===== config.mk =====
export PLATFORM = sky130hd
export DESIGN_NAME = lrt_table
export DESIGN_NICKNAME = d
export VERILOG_FILES = /design/src/rtl/lrt_pkg.sv /design/src/rtl/lrt_line_match.sv /design/src/rtl/lrt_age_watch.sv /design/src/rtl/lrt_table.sv
export SDC_FILE = /design/constraint.sdc
export NUM_CORES = 2
export LEC_CHECK = 0
export BUFFER_PORTS_ARGS = -buffer_cell sky130_fd_sc_hd__buf_2
export CORE_UTILIZATION = 50
export CTS_CLUSTER_SIZE = 14
export DETAILED_ROUTE_END_ITERATION = 12
export PLACE_DENSITY = 0.74
export SYNTH_ARGS = -nofsm -noshare
export SYNTH_HDL_FRONTEND = slang
export SYNTH_SLANG_ARGS = --single-unit

===== constraint.sdc =====
create_clock -name clk -period 11.1 [get_ports clk]
set_input_delay 1.665 -clock clk [delete_from_list [all_inputs] [get_ports clk]]
set_output_delay 1.665 -clock clk [all_outputs]
set_load 0.005 [all_outputs]

===== src/rtl/lrt_pkg.sv =====
package lrt_pkg;

    typedef enum logic [3:0] {
        K_LOAD    = 4'd0,
        K_IFETCH  = 4'd1,
        K_STORE   = 4'd2,
        K_ATOMIC  = 4'd3,
        K_RMW_RD  = 4'd4,
        K_RMW_WR  = 4'd5,
        K_LL      = 4'd6,
        K_SC      = 4'd7,
        K_LRMW_RD = 4'd8,
        K_LRMW_WR = 4'd9,
        K_FLUSH   = 4'd10
    } kind_e;

    typedef enum logic [1:0] {
        RS_NONE    = 2'd0,
        RS_ISSUED  = 2'd1,
        RS_ALIASED = 2'd2,
        RS_STALL   = 2'd3
    } status_e;

    typedef enum logic [1:0] {
        ST_IDLE     = 2'd0,
        ST_DRAIN_RD = 2'd1,
        ST_DRAIN_WR = 2'd2
    } fsm_e;

    function automatic logic is_wr(input logic [3:0] k);
        return !((k == K_LOAD) || (k == K_IFETCH));
    endfunction

endpackage


===== src/rtl/lrt_line_match.sv =====
module lrt_line_match #(
    parameter int ENTRIES = 4,
    parameter int LW      = 12,
    parameter int EIW     = 2
) (
    input  logic [ENTRIES-1:0]         vld,
    input  logic [ENTRIES-1:0][LW-1:0] lines,
    input  logic [LW-1:0]              key,
    output logic                       hit,
    output logic [EIW-1:0]             idx
);
    logic [ENTRIES-1:0] eq;

    for (genvar e = 0; e < ENTRIES; e++) begin : g_cmp
        assign eq[e] = vld[e] && (lines[e] == key);
    end

    always_comb begin
        hit = |eq;
        idx = '0;
        for (int e = ENTRIES - 1; e >= 0; e--) begin
            if (eq[e]) idx = EIW'(e);
        end
    end
endmodule


===== src/rtl/lrt_age_watch.sv =====
module lrt_age_watch #(
    parameter int SLOTS  = 16,
    parameter int TW     = 20,
    parameter int THRESH = 500000
) (
    input  logic                     clk,
    input  logic                     rst_n,
    input  logic [TW-1:0]            now,
    input  logic [SLOTS-1:0][TW-1:0] stamp,
    input  logic [SLOTS-1:0]         live,
    output logic                     stuck
);
    logic [SLOTS-1:0] over;

    for (genvar s = 0; s < SLOTS; s++) begin : g_age
        logic [TW-1:0] age;
        assign age     = now - stamp[s];
        assign over[s] = live[s] && (age >= TW'(THRESH));
    end

    always_ff @(posedge clk or negedge rst_n) begin
        if (!rst_n)     stuck <= 1'b0;
        else if (|over) stuck <= 1'b1;
    end
endmodule


===== src/rtl/lrt_table.sv =====
module lrt_table import lrt_pkg::*; #(
    parameter int AW         = 16,
    parameter int LINE_BYTES = 16,
    parameter int ENTRIES    = 4,
    parameter int QDEPTH     = 4,
    parameter int IDW        = 4,
    parameter int THRESH     = 500000,
    parameter int OFFW       = $clog2(LINE_BYTES),
    parameter int LW         = AW - OFFW,
    parameter int CW         = $clog2(ENTRIES * QDEPTH + 1)
) (
    input  logic           clk,
    input  logic           rst_n,
    input  logic           merge_en,
    input  logic           req_valid,
    input  logic [AW-1:0]  req_addr,
    input  logic [3:0]     req_prim,
    input  logic [3:0]     req_sec,
    input  logic [IDW-1:0] req_id,
    output logic [1:0]     rsp_status,
    output logic           iss_valid,
    output logic [LW-1:0]  iss_line,
    output logic [3:0]     iss_kind,
    input  logic           cmp_valid,
    input  logic           cmp_write,
    input  logic [LW-1:0]  cmp_line,
    output logic           done_valid,
    output logic [IDW-1:0] done_id,
    output logic [3:0]     done_kind,
    output logic           done_first,
    input  logic           perm_lost,
    input  logic [LW-1:0]  perm_line,
    output logic           lock_clear,
    output logic           blk_active,
    output logic [LW-1:0]  blk_line,
    output logic [CW-1:0]  pending,
    output logic           deadlock
);
    localparam int EIW   = (ENTRIES > 1) ? $clog2(ENTRIES) : 1;
    localparam int QIW   = $clog2(QDEPTH);
    localparam int QCW   = $clog2(QDEPTH + 1);
    localparam int TW    = $clog2(THRESH + 1) + 1;
    localparam int SLOTS = ENTRIES * QDEPTH;

    // Table state
    logic [ENTRIES-1:0]                      ent_vld;
    logic [ENTRIES-1:0][LW-1:0]              ent_line;
    logic [ENTRIES-1:0][QCW-1:0]             q_cnt;
    logic [ENTRIES-1:0][QDEPTH-1:0][IDW-1:0] s_id;
    logic [ENTRIES-1:0][QDEPTH-1:0][3:0]     s_prim;
    logic [ENTRIES-1:0][QDEPTH-1:0][3:0]     s_sec;
    logic [ENTRIES-1:0][QDEPTH-1:0][TW-1:0]  s_stamp;
    logic [SLOTS-1:0]                        live;
    logic [TW-1:0]                           now;

    fsm_e           state, nxt;
    logic [EIW-1:0] d_ent;
    logic           d_first;

    logic [LW-1:0]  req_line;
    logic           r_hit, c_hit, p_hit, f_any, sc_hit;
    logic [EIW-1:0] r_idx, c_idx, p_idx, f_idx;
    logic           do_alloc, do_append, do_pop, do_free, start_drain;
    logic [3:0]     hd_prim;
    logic [QCW-1:0] hd_cnt;
    logic [QIW-1:0] tail;

    assign req_line = req_addr[AW-1:OFFW];
    assign hd_prim  = s_prim[d_ent][0];
    assign hd_cnt   = q_cnt[d_ent];
    assign tail     = q_cnt[r_idx][QIW-1:0];

    lrt_line_match #(.ENTRIES(ENTRIES), .LW(LW), .EIW(EIW)) u_req_match (
        .vld(ent_vld), .lines(ent_line), .key(req_line), .hit(r_hit), .idx(r_idx));
    lrt_line_match #(.ENTRIES(ENTRIES), .LW(LW), .EIW(EIW)) u_cmp_match (
        .vld(ent_vld), .lines(ent_line), .key(cmp_line), .hit(c_hit), .idx(c_idx));
    lrt_line_match #(.ENTRIES(ENTRIES), .LW(LW), .EIW(EIW)) u_perm_match (
        .vld(ent_vld), .lines(ent_line), .key(perm_line), .hit(p_hit), .idx(p_idx));

    for (genvar e = 0; e < ENTRIES; e++) begin : g_live_e
        for (genvar k = 0; k < QDEPTH; k++) begin : g_live_k
            assign live[e*QDEPTH+k] = ent_vld[e] && (q_cnt[e] > QCW'(k));
        end
    end

    lrt_age_watch #(.SLOTS(SLOTS), .TW(TW), .THRESH(THRESH)) u_watch (
        .clk(clk), .rst_n(rst_n), .now(now), .stamp(s_stamp), .live(live), .stuck(deadlock));

    // Lowest free entry
    always_comb begin
        f_any = 1'b0;
        f_idx = '0;
        for (int e = ENTRIES - 1; e >= 0; e--) begin
            if (!ent_vld[e]) begin
                f_any = 1'b1;
                f_idx = EIW'(e);
            end
        end
    end

    // Store-conditional present in the queue of the line losing permission
    always_comb begin
        sc_hit = 1'b0;
        for (int k = 0; k < QDEPTH; k++) begin
            if ((QCW'(k) < q_cnt[p_idx]) && (s_prim[p_idx][k] == K_SC)) sc_hit = 1'b1;
        end
    end
    assign lock_clear = perm_lost && p_hit && sc_hit;

    // State register
    always_ff @(posedge clk or negedge rst_n) begin
        if (!rst_n) state <= ST_IDLE;
        else        state <= nxt;
    end

    // Next state and outputs
    always_comb begin
        nxt         = state;
        rsp_status  = RS_NONE;
        iss_valid   = 1'b0;
        iss_line    = req_line;
        iss_kind    = req_sec;
        done_valid  = 1'b0;
        done_id     = s_id[d_ent][0];
        done_kind   = hd_prim;
        done_first  = d_first;
        do_alloc    = 1'b0;
        do_append   = 1'b0;
        do_pop      = 1'b0;
        do_free     = 1'b0;
        start_drain = 1'b0;
        unique case (state)
            ST_IDLE: begin
                if (req_valid) begin
                    if (cmp_valid) begin
                        rsp_status = RS_STALL;
                    end else if (r_hit) begin
                        if (!merge_en) begin
                            rsp_status = RS_ALIASED;
                        end else if (q_cnt[r_idx] == QCW'(QDEPTH)) begin
                            rsp_status = RS_STALL;
                        end else begin
                            rsp_status = RS_ISSUED;
                            do_append  = 1'b1;
                        end
                    end else if (!f_any) begin
                        rsp_status = RS_STALL;
                    end else begin
                        rsp_status = RS_ISSUED;
                        do_alloc   = 1'b1;
                        iss_valid  = 1'b1;
                    end
                end
                if (cmp_valid && c_hit) begin
                    start_drain = 1'b1;
                    nxt = cmp_write ? ST_DRAIN_WR : ST_DRAIN_RD;
                end
            end
            ST_DRAIN_RD, ST_DRAIN_WR: begin
                if (req_valid) rsp_status = RS_STALL;
                if ((state == ST_DRAIN_RD) && !d_first && is_wr(hd_prim)) begin
                    iss_valid = 1'b1;
                    iss_line  = ent_line[d_ent];
                    iss_kind  = s_sec[d_ent][0];
                    nxt       = ST_IDLE;
                end else begin
                    do_pop     = 1'b1;
                    done_valid = 1'b1;
                    if (!merge_en || (hd_cnt == QCW'(1))) begin
                        do_free = 1'b1;
                        nxt     = ST_IDLE;
                    end
                end
            end
            default: nxt = ST_IDLE;
        endcase
    end

    // Control state of the table
    always_ff @(posedge clk or negedge rst_n) begin
        if (!rst_n) begin
            ent_vld    <= '0;
            q_cnt      <= '0;
            pending    <= '0;
            blk_active <= 1'b0;
            blk_line   <= '0;
            now        <= '0;
            d_ent      <= '0;
            d_first    <= 1'b0;
        end else begin
            now <= now + 1'b1;
            if (do_alloc) begin
                ent_vld[f_idx] <= 1'b1;
                q_cnt[f_idx]   <= QCW'(1);
            end
            if (do_append) q_cnt[r_idx] <= q_cnt[r_idx] + 1'b1;
            if (start_drain) begin
                d_ent   <= c_idx;
                d_first <= 1'b1;
            end
            if (do_pop) begin
                q_cnt[d_ent] <= q_cnt[d_ent] - 1'b1;
                d_first      <= 1'b0;
                if (hd_prim == K_LRMW_RD) begin
                    blk_active <= 1'b1;
                    blk_line   <= ent_line[d_ent];
                end else if (hd_prim == K_LRMW_WR) begin
                    blk_active <= 1'b0;
                end
            end
            if (do_free) begin
                ent_vld[d_ent] <= 1'b0;
                q_cnt[d_ent]   <= '0;
            end
            if ((do_alloc || do_append) && !do_pop)      pending <= pending + 1'b1;
            else if (do_pop && !(do_alloc || do_append)) pending <= pending - 1'b1;
        end
    end

    // Queue contents (no reset needed: qualified by counts)
    always_ff @(posedge clk) begin
        if (do_alloc) begin
            ent_line[f_idx]   <= req_line;
            s_id[f_idx][0]    <= req_id;
            s_prim[f_idx][0]  <= req_prim;
            s_sec[f_idx][0]   <= req_sec;
            s_stamp[f_idx][0] <= now;
        end
        if (do_append) begin
            s_id[r_idx][tail]    <= req_id;
            s_prim[r_idx][tail]  <= req_prim;
            s_sec[r_idx][tail]   <= req_sec;
            s_stamp[r_idx][tail] <= now;
        end
        if (do_pop) begin
            for (int k = 0; k < QDEPTH - 1; k++) begin
                s_id[d_ent][k]    <= s_id[d_ent][k+1];
                s_prim[d_ent][k]  <= s_prim[d_ent][k+1];
                s_sec[d_ent][k]   <= s_sec[d_ent][k+1];
                s_stamp[d_ent][k] <= s_stamp[d_ent][k+1];
            end
        end
    end
endmodule


# Yosys cells after proc, flatten, opt, wreduce, memory -nomap -nowiden
# Index checks and enable logic that the tools add are counted.
word_totals:
  output_inout_bits: 49
  mem_count: 0
  register_bits: 620
  inputBits: 59
  latchBits: 0
  ramBits: 0
  elab_cells: 422
  mem_bits_ro: 0
classes:
  n_addsub: 21
  eq_ne: 25
  reduce_logical: 80
  n_div: 0
  n_shift: 0
  n_bitwise: 8
  multipliers: 0
  mux: 162
  n_lt_le_gt_ge: 45
op_table:
  columns: ["operator", "count"]
  rows:
  - ["bitwise mux 320 bit", 5]
  - ["bitwise mux 64 bit", 15]
  - ["two-way mux 320 bit", 3]
  - ["demux 80 bit (select 2 bit)", 5]
  - ["two-way mux 64 bit", 9]
  - ["greater-or-equal comparator 20 x 19 -> 1 bit (second input constant)", 16]
  - ["subtractor 20 bit", 16]
  - ["binary-select mux 80 bit (select 2 bit)", 1]
  - ["demux 16 bit (select 2 bit)", 5]
  - ["two-way mux 80 bit", 2]
  - ["== test 12 bit", 12]
  - ["binary-select mux 16 bit (select 2 bit)", 4]
  - ["two-way mux 12 bit", 9]
  - ["two-way mux 16 bit", 5]
  - ["two-way mux 20 bit", 3]
  - ["two-way mux 60 bit", 1]
  - ["logical AND 1 bit", 59]
  - ["two-way mux 2 bit", 27]
  - ["bitwise mux 48 bit", 1]
  - ["demux 20 bit (select 2 bit)", 1]
  - ["two-way mux 40 bit", 1]
  - ["two-way mux 1 bit", 33]
  - ["two-way mux 4 bit", 7]
  - ["binary-select mux 12 bit (select 2 bit)", 1]
  - ["other kinds (47)", 100]

# Logic depth before layout (Yosys ltp)
depth:
  word_depth: 20
  mapped_depth: 22
  ltp_nobuf: 20

# Hierarchy
# From an unflattened synthesis, not the netlist that was laid out.
unflattened:
  cells_unflattened: 5078
  area_unflattened_um2: 45796.4
modules_own_cells:
  columns: ["mod", "cells_each", "area_each_um2", "seq_area_each_um2", "instances"]
  rows:
  - ["lrt_table", 2395, 27261.1, 14448.9, 1]
  - ["lrt_age_watch", 2422, 16414.5, 25.0, 1]
  - ["lrt_line_match", 87, 706.9, 0.0, 3]

# Worst setup path before layout
# OpenSTA, ideal clock, no wires.
synth_timing:
  path_kind: "in2reg"
  start: "input req_addr[8]"
  end: "register s_id[44] (netlist name), enable pin"
  arrival_time_ps: 6184
  setup_time_ps: 421
  t_required_ps: 10679
  path_slack_ps: 4495
  stages: 16
  path_cell_list: "buf_2 > xnor2_1 > nand4_1 > or4_1 > buf_2 > nor2b_1 > nand2_1 > o22ai_1 > nor3_1 > inv_1 > ha_1 > o2111ai_4 > and4_4 > buf_6 > nand2_1 > nor2_1"
synth_via:
  elab_chain_cells: 20
  elab_cells_between_ends: 43
  cone_classes: "4 x order compare; 5 x eq/ne; 27 x mux; 7 x reduce/logical"
synth_lines:
  columns: ["element", "line_no", "rtl"]
  rows:
  - ["from (decl)", "lrt_table.sv:16", "input logic [AW-1:0] req_addr,"]
  - ["== test 12 bit", "lrt_line_match.sv:15", "assign eq[e] = vld[e] && (lines[e] == key);"]
  - ["logical AND 1 bit", "lrt_line_match.sv:15", null]
  - ["two-way mux 2 bit (4 in series)", "lrt_line_match.sv:22", "if (eq[e]) idx = EIW'(e);"]
  - ["binary-select mux 3 bit (select 2 bit)", "lrt_table.sv:71, lrt_table.sv:140", null]
  - ["two-way mux 3 bit (not written as such)", "lrt_table.sv:140", "end else if (q_cnt[r_idx] == QCW'(QDEPTH)) begin"]
  - ["< comparator 2 x 3 -> 1 bit (not written as such) (tied with other cells)", "lrt_table.sv:230", "s_id[r_idx][tail] <= req_id;"]
  - ["logical AND 1 bit (not written as such) or two-way mux 1 bit (tied branches)", "lrt_table.sv:230, lrt_table.sv:140", null]
  - ["two-way mux 4 bit (not written as such) or two-way mux 1 bit (tied branches)", "lrt_table.sv:230, lrt_table.sv:138", null]
  - ["demux 4 bit (select 2 bit) or two-way mux 1 bit (tied branches)", "lrt_table.sv:230, lrt_table.sv:137", null]
  - ["two-way mux 16 bit (not written as such) or two-way mux 1 bit (tied branches)", "lrt_table.sv:230, lrt_table.sv:135", null]
  - ["demux 16 bit (select 2 bit) or two-way mux 1 bit (tied branches)", "lrt_table.sv:230, lrt_table.sv:134", null]
  - ["bitwise mux 64 bit or two-way mux 1 bit (tied branches)", "lrt_table.sv:230, lrt_table.sv:132", null]
  - ["two-way mux 64 bit (*)", "lrt_table.sv:229", "if (do_append) begin"]
  - ["bitwise mux 64 bit (3 in series)", "lrt_table.sv:237", "s_id[d_ent][k] <= s_id[d_ent][k+1];"]
  - ["two-way mux 64 bit (*)", "lrt_table.sv:235", "if (do_pop) begin"]
  - ["to (signal, indexed assignment)", "lrt_table.sv:224", "s_id[f_idx][0] <= req_id;"]
  - ["to (signal, indexed assignment)", "lrt_table.sv:230", null]
  - ["to (signal, indexed assignment)", "lrt_table.sv:237", null]
  - ["to (decl)", "lrt_table.sv:49", "logic [ENTRIES-1:0][QDEPTH-1:0][IDW-1:0] s_id;"]
# Mark *: on every way between the ends. The rest lies on a longest branch, timed or not. The select of a mux whose other input is x is not followed.
# A chain may end at the register's enable or synchronous reset.

# Worst setup path after layout
layout_timing:
  start: "input req_addr[7]"
  end: "output rsp_status[1]"
layout_via:
  elab_chain_cells: 15
  elab_cells_between_ends: 22
  cone_classes: "5 x eq/ne; 12 x mux; 5 x reduce/logical"
layout_lines:
  columns: ["element", "line_no", "rtl"]
  rows:
  - ["== test 12 bit", "lrt_line_match.sv:15", null]
  - ["logical AND 1 bit", "lrt_line_match.sv:15", null]
  - ["two-way mux 2 bit (4 in series)", "lrt_line_match.sv:22", null]
  - ["binary-select mux 3 bit (select 2 bit)", "lrt_table.sv:140", null]
  - ["two-way mux 3 bit (not written as such)", "lrt_table.sv:140", null]
  - ["== test 3 bit", "lrt_table.sv:140", null]
  - ["two-way mux 2 bit", "lrt_table.sv:140", null]
  - ["two-way mux 2 bit", "lrt_table.sv:138", "if (!merge_en) begin"]
  - ["two-way mux 2 bit (*)", "lrt_table.sv:137", "end else if (r_hit) begin"]
  - ["two-way mux 2 bit (*)", "lrt_table.sv:135", "if (cmp_valid) begin"]
  - ["two-way mux 2 bit (*)", "lrt_table.sv:134", "if (req_valid) begin"]
  - ["case mux 2 bit (2 select lines) (*)", "lrt_table.sv:132", "unique case (state)"]
  - ["to (decl)", "lrt_table.sv:20", "output logic [1:0] rsp_status,"]
# Marks and branches as above.

==> impl_metrics.tcl <==
set metrics [dict create \
    worstPathArrival_ns 5.62 \
    critPathLaunchType "input port" \
    syn_nets 5430 \
    root_buffer "clkbuf_16" \
    drive_above_1_share_pct 9.95 \
    antenna_found_initial 7 \
    hp-class "flip-flop to flip-flop" \
    cts.sinks 620 \
    die_h_um 304 \
    reg2reg_slack_ns 4.96 \
    fin_hold_ws_ns 0.478 \
    placed_area_sq_um 47000 \
    avgSynthCellArea_sq_um 9.03 \
    diodes 0 \
    hold_viol 0 \
    fillerInstances 8036 \
    multi_input_area_sq_um 28600 \
    synth_ff_type "dfxtp_1" \
    grt_overflow_total 0 \
    netlist.area_leader.share_pct 16.9 \
    rsz0062_at_grt "no" \
    synth_area_leaders "dfxtp_1, edfxtp_1, ha_1" \
    tightest_slew_ns 1.26 \
    vdd_drop_max_mv 0.138 \
    slew_violations 0 \
    clk_pin_slew_ns 0.06 \
    fmax_ghz 0.137 \
    cp_common_cell "buf_2" \
    clock_latency_ns 0.69 \
    crit_buf_inv 3 \
    post_cts_buffers 0 \
    antenna_left 0 \
    ff_latch_area_sq_um 14500 \
    syn_area_sq_um 45500 \
    wl_per_cell_um 21.4 \
    period_share_pct 65.6 \
    cpPeakStageDelay_ns 0.69 \
    hpwl_mm 96.0 \
    cap_violations 0 \
    drt-total-wl_mm 134 \
    finalCriticalPeriod_ns 7.28 \
    syn_to_final_growth_pct 8.78 \
    initial_core_util_pct 50.5 \
    fin_setup_tns_ns 0 \
    first_iter_violations 3305 \
    ys_async_sr_fraction_pct 9.68 \
    cp_max_fo 9 \
    cp_cell_sequence "buf_2 -> xnor2_1 -> nand4_1 -> nor4_4 -> nor2b_1 -> nand2_1 -> o22ai_1 -> nor3_1 -> inv_1 -> ha_1 -> o2111ai_4 -> nand3_4 -> a21oi_1 -> nor2_1 -> buf_2" \
    final_net_count 5422 \
    die-area_sq_um 92200 \
    postSynthCellCount 5036 \
    cts_tree "built" \
    vias_per_cell 6.15 \
    cts_resized 0 \
    grt_use_total_pct 28.3 \
    h-tree-depth 3 \
    routabilityCongestion 0.970 \
    postCtsHoldBufs 0 \
    ys_ff_latch 620 \
    fp.dieW_um 304 \
    p_per_area_nw_per_um2 171 \
    cp_top_family "simple AND/OR/NAND/NOR gates" \
    cpMaxStageDelayCell "nor4_4" \
    slew_headroom_pct 15.6 \
    p_leak_nw 22.6 \
    skew_ns 0.0826 \
    rows 110 \
    final_common_cell "a21oi_1" \
    critPathKind "input port to output port" \
    yosysWarningCount 0 \
    firstDrtPassIters 6 \
    grt_max_degree 99 \
    num_io_pins 108 \
    outcome "complete, no violations" \
    grt_pass1_vias 37735 \
    port_buffers 103 \
    clock_path_buffers 3 \
    cp_data_required_time_ns 9.44 \
    finalPower_mw 8.45 \
    yosysTopAreaCell "dfxtp_1" \
    finalSetupViolations 0 \
    end_kind "output port" \
    cts_made_buffers 74 \
    synth_edf_count 176 \
    post-route-cell-area_sq_um 49500 \
    core_area_sq_um 90000 \
    final_cell_mix "a21oi_1, nor2_1, mux2i_1" \
    ys_seq_area_share_pct 31.8 \
    ys_types 97 \
    drc_errors 0 \
    vias 38544 \
    grt_pass1_wl_mm 208 \
]
==> area by class of cell <==
cell class	instances	area share (%)
inverter	378	2.87
timing repair buffer	166	2.00
clock inverter	24	0.822
tap	1176	2.97
multi-input combinational	3788	57.8
clock buffer	111	4.30
sequential	620	29.3
==> metal layers <==
metal  track usage, %  wire, um  vias to the layer above
li1                 -         -                    18290
met3             4.21      8290                      328
met5                0        33                        -
met4             12.5      5920                        4
met2             50.2     66400                     1378
met1             34.0     53600                    18544
==> state kept, by name (all words and copies together) (netlist names) <==
name	cells
pending	5
ent_line	48
u_watch.stuck	1
q_cnt	12
now	20
s_id	64
s_sec	64
s_prim	64
ent_vld	4
blk_active	1
s_stamp	320
state	2
d_ent	2
blk_line	12
done_first	1
==> final timing paths <==
check                                             from                     end  cells after the start
worst max-delay path                       req_addr[7]           rsp_status[1]                     15
worst min-delay path            pending[4]$_DFFE_PN0P_  pending[4]$_DFFE_PN0P_                      1
worst max register to register   ent_line[3]$_DFFE_PP_  pending[4]$_DFFE_PN0P_                     20
worst min register to register  pending[4]$_DFFE_PN0P_  pending[4]$_DFFE_PN0P_                      1
max in group asynchronous                        rst_n    d_ent[1]$_DFFE_PN0P_                      2
min in group asynchronous                        rst_n  pending[0]$_DFFE_PN0P_                      2
==> stage by stage <==
stage / utilization (%) / setup WS [ns] / instances
finish: 55.0 / 3.82 / 6263
global route: 55.0 / 3.58 / 6263
CTS: 55.0 / 3.81 / 6263
detailed placement: 52.2 / 3.62 / 6128
global placement: 52.2 / 3.66 / 6128
floorplan: - / 4.49 / 5036
==> cells in the mapped netlist, types with 63 or more instances <==
cell / instances
a21o_1: 73
a21oi_1: 430
clkbuf_1: 178
dfxtp_1: 384
edfxtp_1: 176
ha_1: 318
inv_1: 377
mux2i_1: 395
mux4_2: 123
nand2_1: 372
nand3_1: 73
nand4_1: 63
nor2_1: 407
nor3_1: 72
o21ai_0: 187
o21ai_1: 176
xnor2_1: 243
xor2_1: 87
==> cell families after synthesis <==
| logic type | synth area share, % |
|---|---|
| AOI/OAI and AO/OA | 17.5 |
| xor gates and xnor gates | 6.35 |
| adders and majority gates | 9.49 |
| buffers and inverters | 5.53 |
| DFF | 31.8 |
| muxes | 15.8 |
| and+or+nand+nor | 13.6 |
==> report_power, final <==
group / switching (mW) / total, mW / internal, mW
Sequential: 0.321 / 3.08 / 2.76
Combinational: 1.67 / 2.86 / 1.20
Clock: 1.06 / 2.51 / 1.44
Total: 3.05 / 8.45 / 5.40
(Power assumes the default switching activity.)
